===== config.mk =====
export PLATFORM = sky130hd
export DESIGN_NAME = spiMaster
export DESIGN_NICKNAME = d
export VERILOG_FILES = /design/src/rtl/spi_pkg.sv /design/src/rtl/spiCtrl.sv /design/src/rtl/spiData.sv /design/src/rtl/spiMaster.sv
export SDC_FILE = /design/constraint.sdc
export NUM_CORES = 1
export LEC_CHECK = 0
export ABC_AREA = 0
export BUFFER_PORTS_ARGS = -buffer_cell sky130_fd_sc_hd__buf_2
export CORE_ASPECT_RATIO = 1.2
export CORE_MARGIN = 2
export CORE_UTILIZATION = 61
export DETAILED_ROUTE_END_ITERATION = 12
export GPL_ROUTABILITY_DRIVEN = 0
export PLACE_DENSITY = 0.78
export SETUP_SLACK_MARGIN = 0.5
export SLEW_MARGIN = 10
export SYNTH_ARGS = -nofsm -noshare
export SYNTH_HDL_FRONTEND = slang
export SYNTH_HIERARCHICAL = 1
export SYNTH_SLANG_ARGS = --single-unit

===== constraint.sdc =====
create_clock -name clk -period 6.1 [get_ports clk]
set_input_delay 0 -clock clk [delete_from_list [all_inputs] [get_ports clk]]
set_output_delay 0 -clock clk [all_outputs]
set_load 0.02 [all_outputs]

===== src/rtl/spi_pkg.sv =====
package spi_pkg;
  localparam int REG_AW = 3;
  localparam int WORD   = 16;
  localparam int BYTE   = WORD / 2;

  localparam logic [REG_AW-1:0] ADDR_CFG   = 3'd0;
  localparam logic [REG_AW-1:0] ADDR_CTRL  = 3'd1;
  localparam logic [REG_AW-1:0] ADDR_TXD   = 3'd2;
  localparam logic [REG_AW-1:0] ADDR_RXD   = 3'd3;
  localparam logic [REG_AW-1:0] ADDR_CAUSE = 3'd4;

  // strobes from the sequencer to the shift datapath
  typedef struct packed {
    logic start;   // load a new word
    logic sample;  // rising SCK: capture MISO
    logic shift;   // falling SCK (not last): advance MOSI
    logic finish;  // last falling SCK: publish received word
    logic wide;    // 16-bit word in flight
  } strobe_t;
endpackage


===== src/rtl/spiCtrl.sv =====
module spiCtrl
  import spi_pkg::*;
#(
  parameter int PRE_W = 5
) (
  input  logic              clk,
  input  logic              rstN,
  input  logic              wrEn,
  input  logic [REG_AW-1:0] wrAddr,
  input  logic [WORD-1:0]   wrData,
  output logic [PRE_W-1:0]  cfgPre,
  output logic              cfgWide,
  output logic              csEnable,
  output logic              busy,
  output logic              causeFlag,
  output logic              sck,
  output strobe_t           strb
);
  localparam int CNT_W  = PRE_W - 1;
  localparam int BASE   = 1 << (PRE_W - 1);
  localparam int MINPRE = BASE + 2;
  localparam int TGL_W  = $clog2(2 * WORD);

  logic [PRE_W-1:0] effPre;
  logic [CNT_W-1:0] halfNext, halfReg, halfCnt;
  logic [TGL_W-1:0] tglCnt, tglLast;
  logic             wideReg, startGo, toggle, lastTgl;

  assign effPre   = (cfgPre < PRE_W'(MINPRE)) ? PRE_W'(MINPRE) : cfgPre;
  assign halfNext = CNT_W'(effPre - PRE_W'(BASE));
  assign startGo  = wrEn && (wrAddr == ADDR_TXD) && !busy;
  assign toggle   = busy && (halfCnt == halfReg - CNT_W'(1));
  assign tglLast  = wideReg ? TGL_W'(2 * WORD - 1) : TGL_W'(2 * BYTE - 1);
  assign lastTgl  = toggle && (tglCnt == tglLast);

  always_comb begin
    strb.start  = startGo;
    strb.sample = toggle && !sck;
    strb.shift  = toggle && sck && !lastTgl;
    strb.finish = lastTgl;
    strb.wide   = startGo ? cfgWide : wideReg;
  end

  // transfer sequencer
  always_ff @(posedge clk or negedge rstN) begin
    if (!rstN) begin
      busy    <= 1'b0;
      sck     <= 1'b0;
      halfCnt <= '0;
      tglCnt  <= '0;
      halfReg <= CNT_W'(2);
      wideReg <= 1'b1;
    end else if (startGo) begin
      busy    <= 1'b1;
      sck     <= 1'b0;
      halfCnt <= '0;
      tglCnt  <= '0;
      halfReg <= halfNext;
      wideReg <= cfgWide;
    end else if (busy) begin
      if (toggle) begin
        halfCnt <= '0;
        sck     <= ~sck;
        tglCnt  <= tglCnt + TGL_W'(1);
        if (lastTgl) busy <= 1'b0;
      end else begin
        halfCnt <= halfCnt + CNT_W'(1);
      end
    end
  end

  // software-visible settings and completion flag
  always_ff @(posedge clk or negedge rstN) begin
    if (!rstN) begin
      cfgPre    <= PRE_W'(MINPRE);
      cfgWide   <= 1'b1;
      csEnable  <= 1'b0;
      causeFlag <= 1'b0;
    end else begin
      if (wrEn && wrAddr == ADDR_CFG) begin
        cfgPre  <= wrData[PRE_W-1:0];
        cfgWide <= wrData[8];
      end
      if (wrEn && wrAddr == ADDR_CTRL) csEnable <= wrData[0];
      if (lastTgl) causeFlag <= 1'b1;
      else if (wrEn && wrAddr == ADDR_CAUSE && !wrData[0]) causeFlag <= 1'b0;
    end
  end

  assert_sck_idle_R4: assert property (@(posedge clk) disable iff (!rstN)
    !busy |-> !sck);
  assert_flag_on_end_R7: assert property (@(posedge clk) disable iff (!rstN)
    $fell(busy) |-> causeFlag);
  assert_cs_untouched_R6: assert property (@(posedge clk) disable iff (!rstN)
    !(wrEn && wrAddr == ADDR_CTRL) |=> $stable(csEnable));
  assert_half_legal_R3: assert property (@(posedge clk) disable iff (!rstN)
    busy |-> (halfReg >= CNT_W'(2)));
endmodule


===== src/rtl/spiData.sv =====
module spiData
  import spi_pkg::*;
(
  input  logic              clk,
  input  logic              rstN,
  input  logic              wrEn,
  input  logic [REG_AW-1:0] wrAddr,
  input  logic [WORD-1:0]   wrData,
  input  logic              busy,
  input  strobe_t           strb,
  input  logic              miso,
  output logic [WORD-1:0]   txReg,
  output logic [WORD-1:0]   rxReg,
  output logic              mosi
);
  logic [WORD-1:0] txShift, rxShift, loadWord, rxWord;

  // byte 0 leaves first; in byte mode only byte 0 is sent
  assign loadWord = strb.wide ? {wrData[BYTE-1:0], wrData[WORD-1:BYTE]}
                              : {wrData[BYTE-1:0], {BYTE{1'b0}}};
  // first received byte goes to the low lane
  assign rxWord   = strb.wide ? {rxShift[BYTE-1:0], rxShift[WORD-1:BYTE]}
                              : {{BYTE{1'b0}}, rxShift[BYTE-1:0]};
  assign mosi     = busy & txShift[WORD-1];

  always_ff @(posedge clk or negedge rstN) begin
    if (!rstN) begin
      txReg   <= '0;
      rxReg   <= '0;
      txShift <= '0;
      rxShift <= '0;
    end else begin
      if (wrEn && wrAddr == ADDR_TXD && !busy) txReg <= wrData;
      if (strb.start) txShift <= loadWord;
      else if (strb.shift) txShift <= {txShift[WORD-2:0], 1'b0};
      if (strb.sample) rxShift <= {rxShift[WORD-2:0], miso};
      if (strb.finish) rxReg <= rxWord;
    end
  end

  assert_tx_locked_R8: assert property (@(posedge clk) disable iff (!rstN)
    busy |=> $stable(txReg));
  assert_rx_hold_R9: assert property (@(posedge clk) disable iff (!rstN)
    !strb.finish |=> $stable(rxReg));
  assert_mosi_idle_R4: assert property (@(posedge clk) disable iff (!rstN)
    !busy |-> !mosi);
endmodule


===== src/rtl/spiMaster.sv =====
module spiMaster
  import spi_pkg::*;
#(
  parameter int PRE_W = 5
) (
  input  logic              clk,
  input  logic              rstN,
  input  logic              wrEn,
  input  logic [REG_AW-1:0] addr,
  input  logic [WORD-1:0]   wrData,
  output logic [WORD-1:0]   rdData,
  output logic              sck,
  output logic              mosi,
  input  logic              miso,
  output logic              csN
);
  logic [PRE_W-1:0] cfgPre;
  logic             cfgWide, csEnable, busy, causeFlag;
  logic [WORD-1:0]  txReg, rxReg;
  strobe_t          strb;

  spiCtrl #(.PRE_W(PRE_W)) ctrl (
    .clk(clk), .rstN(rstN), .wrEn(wrEn), .wrAddr(addr), .wrData(wrData),
    .cfgPre(cfgPre), .cfgWide(cfgWide), .csEnable(csEnable), .busy(busy),
    .causeFlag(causeFlag), .sck(sck), .strb(strb)
  );

  spiData data (
    .clk(clk), .rstN(rstN), .wrEn(wrEn), .wrAddr(addr), .wrData(wrData),
    .busy(busy), .strb(strb), .miso(miso), .txReg(txReg), .rxReg(rxReg),
    .mosi(mosi)
  );

  assign csN = ~csEnable;

  always_comb begin
    rdData = '0;
    case (addr)
      ADDR_CFG:   begin rdData[PRE_W-1:0] = cfgPre; rdData[8] = cfgWide; end
      ADDR_CTRL:  rdData[1:0] = {busy, csEnable};
      ADDR_TXD:   rdData = txReg;
      ADDR_RXD:   rdData = rxReg;
      ADDR_CAUSE: rdData[0] = causeFlag;
      default:    rdData = '0;
    endcase
  end
endmodule


# Yosys cells after proc, flatten, opt, wreduce, memory -nomap -nowiden
# Index checks and enable logic that the tools add are counted.
[totals] ff_bits=88 word_cells=77 output_inout_bits=19
[classes] muxes=28 bitwise=3 n_eq_ne=6 n_addsub=4 n_lt_le_gt_ge=1 n_reduce_logical=21
[ops] operator="two-way mux 16 bit" n=3
[ops] operator="two-way mux 5 bit" n=4
[ops] operator="two-way mux 4 bit" n=4
[ops] operator="one-hot mux 7 bit (2 select lines)" n=1
[ops] operator="logical AND 1 bit" n=11
[ops] operator="two-way mux 1 bit" n=10
[ops] operator="one-hot mux 3 bit (3 select lines)" n=1
[ops] operator="two-way mux 8 bit" n=1
[ops] operator="nonzero test 2 bit" n=4
[ops] operator="subtractor 4 x 1 -> 4 bit, second input constant" n=2
[ops] operator="equality test 3 x 2 -> 1 bit, second input constant" n=2
[ops] operator="one-hot mux 3 bit (2 select lines)" n=1
[ops] operator="adder 5 x 1 -> 5 bit, second input constant" n=1
[ops] operator="equality test 5 bit" n=1
[ops] operator="< comparator 5 bit, second input constant" n=1
[ops] operator="one-hot mux 1 bit (5 select lines)" n=1
[ops] operator="adder 4 x 1 -> 4 bit, second input constant" n=1
[ops] operator="equality test 4 bit" n=1
[ops] operator="logical NOT 1 bit" n=4
[ops] operator="one-hot mux 1 bit (4 select lines)" n=1
[ops] operator="equality test 3 x 1 -> 1 bit, second input constant" n=1
[ops] operator="equality test 3 bit, second input constant" n=1
[ops] operator="logical NOT 3 bit" n=1
[ops] operator="one-hot mux 1 bit (3 select lines)" n=1
[ops] operator="other kinds (3)" n=4

# Logic depth before layout (Yosys ltp)
# Gate-level depths: netlist of run 1.
[logic_depth] ltp_word=8 depth_mapped=11

# Cells and area by module
# Netlist of run 1, hierarchy kept.
[by_module_without_submodules] mod="spiData" instances=1 seq_area_each_um2=1601.5 area_each_um2=2671.3 cells_each=210
[by_module_without_submodules] mod="spiCtrl" instances=1 seq_area_each_um2=606.8 area_each_um2=1202.4 cells_each=109
[by_module_without_submodules] mod="spiMaster" instances=1 seq_area_each_um2=0.0 area_each_um2=356.6 cells_each=47

# Worst setup path before layout of run 1
# No wires, ideal clock.
[synth_timing] path_type="reg-to-reg" from="register ctrl.halfReg[1]" to="register data.txShift[14]" path_stages_with_launch=11 setup_ps=136 path_slack_ps=3596 required_ps=5964 t_arrival_ps=2368 cell_sequence="dfstp_2 inv_1 ha_1 xor2_1 nand3_4 nor3_2 and3_1 buf_2 buf_4 mux2i_1 o21ai_0"
[synth_rtl] item="start: declaration" line="spiCtrl.sv:25" source="logic [CNT_W-1:0] halfNext, halfReg, halfCnt;"
[synth_rtl] item="start signal: assignment" line="spiCtrl.sv:58" source="halfReg <= halfNext;"
[synth_rtl] item="end signal: assignment" line="spiData.sv:34" source="if (strb.start) txShift <= loadWord;"
[synth_rtl] item="end signal: assignment" line="spiData.sv:35" source="else if (strb.shift) txShift <= {txShift[WORD-2:0], 1'b0};"
[synth_rtl] item="end: declaration" line="spiData.sv:16" source="logic [WORD-1:0] txShift, rxShift, loadWord, rxWord;"

==> metrics.md, run 1 <==
| Metric | Value |
|---|---|
| Total setup violations reported at the end of the flow | 0 |
| Placement Rows | 33 |
| Number of cells produced by synthesis | 366 |
| Worst slack on hold paths | approximately 0.05 ns |
| Final core area utilization | a little under three quarters |
| Headroom to the max-slew limit | 36.7% |
| Final routed wirelength across all metal layers | 8.28 mm |
| Portion of the clock cycle consumed by the worst path in the final layout | 50.2% |
| Kind of critical path | register to register |
| Unrepaired setup endpoints after global routing | no |
| CTS max path bufs | 2 |
| Starting density of the core | 62.5% |
| GRT Total Usage | 24.1% |
| Antenna diode count | 0 |
| Largest incremental delay on the critical path | 0.64 ns |
| Quantity of I/O buffers inserted on ports | 41 |
| Critical-path cell list | inv_1 -> nand2_2 -> clkinv_1 -> nand2_1 -> nand2_1 -> and2_1 -> nand2_1 -> o21ai_0 |
| Antenna violations before repair | 0 |
| Top post-synthesis cells by area | sky130_fd_sc_hd__dfrtp_1, sky130_fd_sc_hd__mux2_2, sky130_fd_sc_hd__mux2i_1 |
| Number of buffers created by CTS | 9 |
| Most used cell along the critical path | sky130_fd_sc_hd__nand2_1 |
| Top-area cell type share of the netlist area | between 40 and 50% |
| CTS tree | yes |
| Vias after detailed routing | 2849 |
| Most instantiated flip-flop cell in the synthesis netlist | sky130_fd_sc_hd__dfrtp_1 |
| Area Overhead vs Synth | 14.0% |
| Wire length of the first global-routing pass | 13.9 mm |
| Net count of the finished layout | 444 |
| Area occupied by multi-input gates | 0.00183 mm^2 |
| Die Y | 95.2 um |
| Post-layout minimum cycle time | 3.06 ns |
| Power Dens Cells | ~420 mW/mm^2 |
| Cell with the largest stage delay on the worst path | sky130_fd_sc_hd__clkinv_1 |
| Leakage power | roughly 2.2 nW |
| Net count after synthesis | 392 |
| Setup TNS | 0 ns |
| Non-Filler Instances | 510 |
| Dpl cells | 476 |
| Peak fanout along the critical path | 33 |
| Register area share after synthesis | 52.2% |
| Starting DRT DRC Count | ~180 |
| Vias in the first global route | 2880 |
| Final std cell area, no fill | slightly below 0.005 mm^2 |
| Fillers | between 400 and 500 |
| Startpoint of the most critical register-to-register path | ctrl/busy |
| Most frequent cell after synthesis | sky130_fd_sc_hd__dfrtp_1 |
| Cell type with the highest aggregate area in the netlist | sky130_fd_sc_hd__dfrtp_1 |
| Per-instance average area after synthesis | 11.6 um^2 |
| Critical Path Sink Type | register |
| Boundary pin count | 42 |
| Crit path launch type | register |
| Crit path launch | ctrl/busy |
| Dpl hpwl | ~5.8 mm |
| Number of distinct library cells after synthesis | 46 |
| Clock-pin transition on the worst setup and hold timing paths | approximately 0.1 ns |
| CTS sink cnt | 88 |
| Number of pins exceeding their max-slew limit in the final report | 0 |
| Final setup margin | 3.04 ns |
| Worst path arrival time | between 3 and 4 ns |
| HP Class | input port to register |
| List of most frequent post-synthesis cells | sky130_fd_sc_hd__dfrtp_1, sky130_fd_sc_hd__mux2i_1, sky130_fd_sc_hd__mux2_2, sky130_fd_sc_hd__nand2_1, sky130_fd_sc_hd__o21ai_0 |
| Cell at the root of the clock tree | sky130_fd_sc_hd__clkbuf_8 |
| Data required, critical path | 6.32 ns |
| Transition time of the tightest slew-check pin | 0.950 ns |
| Routed len/inst | approximately 16 um |
| Worst hold start | addr[2] |
| Placement Setup Slack | 2.98 ns |
| Hold violation total from the final report | 0 |
| Die X-Extent | 80.0 um |
| Total die area | 0.00762 mm^2 |
| H-tree depth | 3 |
| Placement-stage cell area | ~0.0044 mm^2 |
| Largest net degree at the start of global routing | 60 |
| Max Fclk | 0.327 GHz |
| Async set-reset flop share out of synthesis | 100% |
| Status | completed |
| Number of enable flip-flop cells after synthesis | 0 |
| Clock latency on the worst-skew pair | 0.36 ns |
| Cell area after synthesis | 0.00423 mm^2 |
| Family with the most delay on the worst path | simple AND/OR/NAND/NOR gates |
| Number of routed nets with antenna violations | 0 |
| Overflow left after global routing | 0 |
| Total DRC errors in the routed layout | 0 |
| Storage element area | 0.00221 mm^2 |
| Max capacitance violation total | 0 |
| Fin Clk Skew | 0.0142 ns |
| Sum of buffers and inverters on the critical path | 2 |
| Layout cell share with drive strength beyond 1 | between 20% and 30% |
| Largest voltage drop on the vdd net | 0.000254 V |
| Post-layout power | 2.04 mW |
| Synth warnings | 6 |
| DRT Pass-1 Iters | 5 |
| Number of register bits inferred by synthesis | 88 |
| Via-to-Cell Ratio | approximately 5.6 |
| Total core area | 0.00677 mm^2 |
## state kept, by name, indices dropped and copies added, names as in the netlist, 4 cells and up
| name | count |
|---|---|
| data/rxShift | 16 |
| ctrl/cfgPre | 5 |
| ctrl/halfReg | 4 |
| data/rxReg | 16 |
| ctrl/tglCnt | 5 |
| data/txReg | 16 |
| ctrl/halfCnt | 4 |
| data/txShift | 16 |
## where the power goes
| group | internal (mW) | switching (mW) |
|---|---|---|
| clock network | 0.194 | 0.217 |
| registers | 0.811 | 0.166 |
| logic | 0.324 | 0.324 |
| total | 1.33 | 0.706 |
## worst register-to-register path: cells and delay by family (launching register included)
family | cells | cell delay, ns
and+or+nand+nor | 5 | 1.47
buffers and inverters | 2 | 0.82
DFF | 1 | 0.54
AOI/OAI and AO/OA | 1 | 0.09
## per-layer routing
metal / GRT usage [%] / part of all wire (%) / up-vias
li1: - / - / 1380
met1: 32.6 / 45 / 1400
met2: 38.6 / 50 / 51
met3: 3.79 / 2.7 / 18
met4: 11.0 / 2.3 / 0
met5: 0 / 0 / -
## logic make-up after synthesis
| kind of cell | share of synthesized area, % |
|---|---|
| DFF | 52.2 |
| AOI/OAI and AO/OA | 7.31 |
| buffers and inverters | 4.82 |
| and+or+nand+nor | 11.1 |
| xor gates and xnor gates | 2.01 |
| adders and majority gates | 0.887 |
| muxes | 21.7 |
## worst paths after layout
| check | slack, ns | depth (start not counted) | end |
|---|---|---|---|
| worst max-delay path | 3.04 | 8 | data/txShift[2] |
| max in group asynchronous | 4.96 | 3 | data/rxShift[8] |
| worst min register to register | 0.49 | 1 | ctrl/causeFlag |
| worst max register to register | 3.04 | 8 | data/txShift[2] |
| worst min-delay path | 0.05 | 3 | ctrl/causeFlag |
| min in group asynchronous | 0.09 | 2 | data/txShift[14] |
## cell usage in the layout, fill, tap and decap left out, types with 9 or more instances in the layout
cell / netlist / final
sky130_fd_sc_hd__mux2i_1: 36 / 36
sky130_fd_sc_hd__mux2_4: 10 / 10
sky130_fd_sc_hd__inv_1: 16 / 16
sky130_fd_sc_hd__nand2_1: 34 / 34
sky130_fd_sc_hd__dfrtp_1: 83 / 83
sky130_fd_sc_hd__o21ai_0: 28 / 28
sky130_fd_sc_hd__nor2_1: 27 / 27
sky130_fd_sc_hd__dlygate4sd3_1: 0 / 18
sky130_fd_sc_hd__buf_2: 6 / 40
sky130_fd_sc_hd__nand3_1: 11 / 11
sky130_fd_sc_hd__clkbuf_8: 0 / 9
sky130_fd_sc_hd__a21oi_1: 10 / 10
sky130_fd_sc_hd__mux2_2: 34 / 34
## area by class of cell
cell class	count	area share, %
Sequential cell	88	45.8
Multi-Input combinational cell	240	38.0
Timing Repair Buffer	62	8.51
Clock buffer	9	2.57
Tap cell	87	2.26
Clock inverter	7	1.61
Inverter	17	1.32
## repair_timing
action                    4_1_cts  5_1_grt
buffers inserted                0        0
hold buffers                   18        0
hold endpoints to repair       69        0
gates resized for setup         0        0
(Power assumes the default switching activity.)
==> run 2: changes to the inputs <==
--- a/config.mk
+++ b/config.mk
@@ -9,10 +9,10 @@
 export BUFFER_PORTS_ARGS = -buffer_cell sky130_fd_sc_hd__buf_2
 export CORE_ASPECT_RATIO = 1.2
 export CORE_MARGIN = 2
-export CORE_UTILIZATION = 61
+export CORE_UTILIZATION = 53
 export DETAILED_ROUTE_END_ITERATION = 12
 export GPL_ROUTABILITY_DRIVEN = 0
-export PLACE_DENSITY = 0.78
+export PLACE_DENSITY = 0.72
 export SETUP_SLACK_MARGIN = 0.5
 export SLEW_MARGIN = 10
 export SYNTH_ARGS = -nofsm -noshare
==> constraint.sdc (replaced) <==
create_clock -name clk -period 2.81 [get_ports clk]
set_input_delay 0 -clock clk [delete_from_list [all_inputs] [get_ports clk]]
set_output_delay 0 -clock clk [all_outputs]
set_load 0.02 [all_outputs]
==> run 2 against run 1 <==
  * Combinational power grew 140%
  * Sequential cell count is the same
  * Routed wire length grew 8.3%
  * Hold slack gained 0.0074 ns
  * Clock skew shrank 0.00062 ns
  * Critical path type unchanged
==> metrics.md, run 2 (synthesized netlist as in run 1, its figures left out) <==
| Metric | Value |
|---|---|
| Status | completed |
| Cell with the largest stage delay on the worst path | sky130_fd_sc_hd__dfstp_2 |
| Placement-stage cell area | ~0.0045 mm^2 |
| Hold violation total from the final report | 0 |
| Vias in the first global route | approximately 2900 |
| Peak fanout along the critical path | 17 |
| Data required, critical path | 3.06 ns |
| Vias after detailed routing | 2948 |
| Total die area | 0.00872 mm^2 |
| CTS sink cnt | between 80 and 90 |
| Number of buffers created by CTS | 9 |
| Starting DRT DRC Count | roughly 200 |
| Headroom to the max-slew limit | 28.0% |
| Portion of the clock cycle consumed by the worst path in the final layout | 78.6% |
| Total core area | 0.00771 mm^2 |
| Placement Setup Slack | a little under 0.3 ns |
| Number of routed nets with antenna violations | 0 |
| Post-layout minimum cycle time | 2.21 ns |
| Total DRC errors in the routed layout | 0 |
| H-tree depth | 3 |
| Layout cell share with drive strength beyond 1 | 30.3% |
| HP Class | input port to register |
| Post-layout power | 4.51 mW |
| Crit path launch type | register |
| Via-to-Cell Ratio | between 5 and 6 |
| Total setup violations reported at the end of the flow | 0 |
| Final routed wirelength across all metal layers | 8.96 mm |
| Net count of the finished layout | 453 |
| Number of pins exceeding their max-slew limit in the final report | 0 |
| Largest voltage drop on the vdd net | 0.000453 V |
| Antenna violations before repair | 0 |
| Largest net degree at the start of global routing | 89 |
| Final std cell area, no fill | 0.00492 mm^2 |
| Max Fclk | 0.453 GHz |
| Critical Path Sink Type | register |
| Max capacitance violation total | 0 |
| Largest incremental delay on the critical path | 0.54 ns |
| Most used cells in the layout excluding fill and tap cells | sky130_fd_sc_hd__dfrtp_1, sky130_fd_sc_hd__buf_2, sky130_fd_sc_hd__mux2i_1 |
| Starting density of the core | 54.9% |
| GRT Total Usage | 22.3% |
| Final setup margin | between 0.6 and 0.7 ns |
| Leakage power | 2.23 nW |
| Wire length of the first global-routing pass | 14.6 mm |
| Routed len/inst | approximately 17 um |
| Die X-Extent | 85.6 um |
| Worst path arrival time | ~2.5 ns |
| Unrepaired setup endpoints after global routing | yes |
| Transition time of the tightest slew-check pin | 1.08 ns |
| Quantity of I/O buffers inserted on ports | ~40 |
| DRT Pass-1 Iters | 4 |
| Antenna diode count | 0 |
| CTS tree | yes |
| Boundary pin count | 42 |
| Kind of critical path | register to register |
| Critical-path cell list | inv_1 -> ha_1 -> xor2_2 -> nand3_4 -> nor4_2 -> buf_6 -> mux2_2 |
| Clock latency on the worst-skew pair | 0.38 ns |
| Sum of buffers and inverters on the critical path | 2 |
| Area Overhead vs Synth | 16.3% |
| Placement Rows | 35 |
| Cell at the root of the clock tree | sky130_fd_sc_hd__clkbuf_8 |
| CTS max path bufs | 2 |
| Power Dens Cells | 917 mW/mm^2 |
| Die Y | 102 um |
| Family with the most delay on the worst path | flip-flops |
| Clock-pin transition on the worst setup and hold timing paths | 0.10 ns |
| Setup TNS | 0 ns |
| Fin Clk Skew | 0.0136 ns |
| Overflow left after global routing | 0 |
| Dpl hpwl | approximately 6.0 mm |
| Most common library cell in the layout ignoring fill and taps | sky130_fd_sc_hd__dfrtp_1 |
-- run 2: changes by cell type in the layout (fill, tap and decap cells not counted), sizes merged --
cell,delta
buf,+9
bufinv,-1
inv,+1
-- run 2: cell type report --
cell class / count / area (um^2)
clock buffers: 9 / 124
clock inverters: 7 / 60.1
fillers: 599 / 2790
inverters: 17 / 63.8
multi-input cells: 240 / 1850
flip-flops and latches: 88 / 2210
well taps: 92 / 115
repair buffers: 71 / 498
-- run 2: what timing repair did --
item | 4_1_cts | 5_1_grt
hold buffers | 18 | 0
setup endpoints to repair | 16 | 36
resized for setup | 2 | 4
buffers inserted | 1 | 4
endpoints found under the hold margin | 123 | 0
pin swaps | 1 | 2
-- run 2: worst register-to-register path: stages (launching register included) --
cell and delay (ns):
sky130_fd_sc_hd__dfstp_2 0.54, sky130_fd_sc_hd__inv_1 0.05, sky130_fd_sc_hd__ha_1 0.30, sky130_fd_sc_hd__xor2_2 0.19, sky130_fd_sc_hd__nand3_4 0.15, sky130_fd_sc_hd__nor4_2 0.28
sky130_fd_sc_hd__buf_6 0.23, sky130_fd_sc_hd__mux2_2 0.36
-- run 2: final timing paths --
check                                start          endpoint  slack (ns)  cells past startpoint
max                        ctrl/halfReg[1]  data/rxShift[14]        0.60                      7
min                                addr[2]    ctrl/causeFlag        0.06                      3
max reg2reg                ctrl/halfReg[1]  data/rxShift[14]        0.60                      7
min reg2reg                 ctrl/cfgPre[1]   ctrl/halfReg[1]        0.51                      2
max in group asynchronous             rstN    data/rxReg[15]        1.75                      2
min in group asynchronous             rstN  data/txShift[15]        0.35                      2
-- run 2: layer usage --
metal	track usage, %	part of all wire [%]	routed length, um
met1	28.5	43	3860
met2	36.7	50	4500
met3	4.93	4.8	431
met4	9.77	1.9	172
met5	0	0	0
-- run 2: power by group --
| part | total [mW] | internal [mW] | switching, mW |
|---|---|---|---|
| registers | 2.14 | 1.76 | 0.379 |
| clock network | 0.826 | 0.336 | 0.489 |
| logic | 1.54 | 0.795 | 0.750 |
-- run 2: through the flow --
step	util (%)	hold slack, ns	std cells
detailed placement	58.3	0.228	485
finish	63.8	0.0576	524
global placement	58.3	0.226	485
global route	63.8	0.0698	524
floorplan	-	-0.296	366
CTS	63.2	0.0439	520
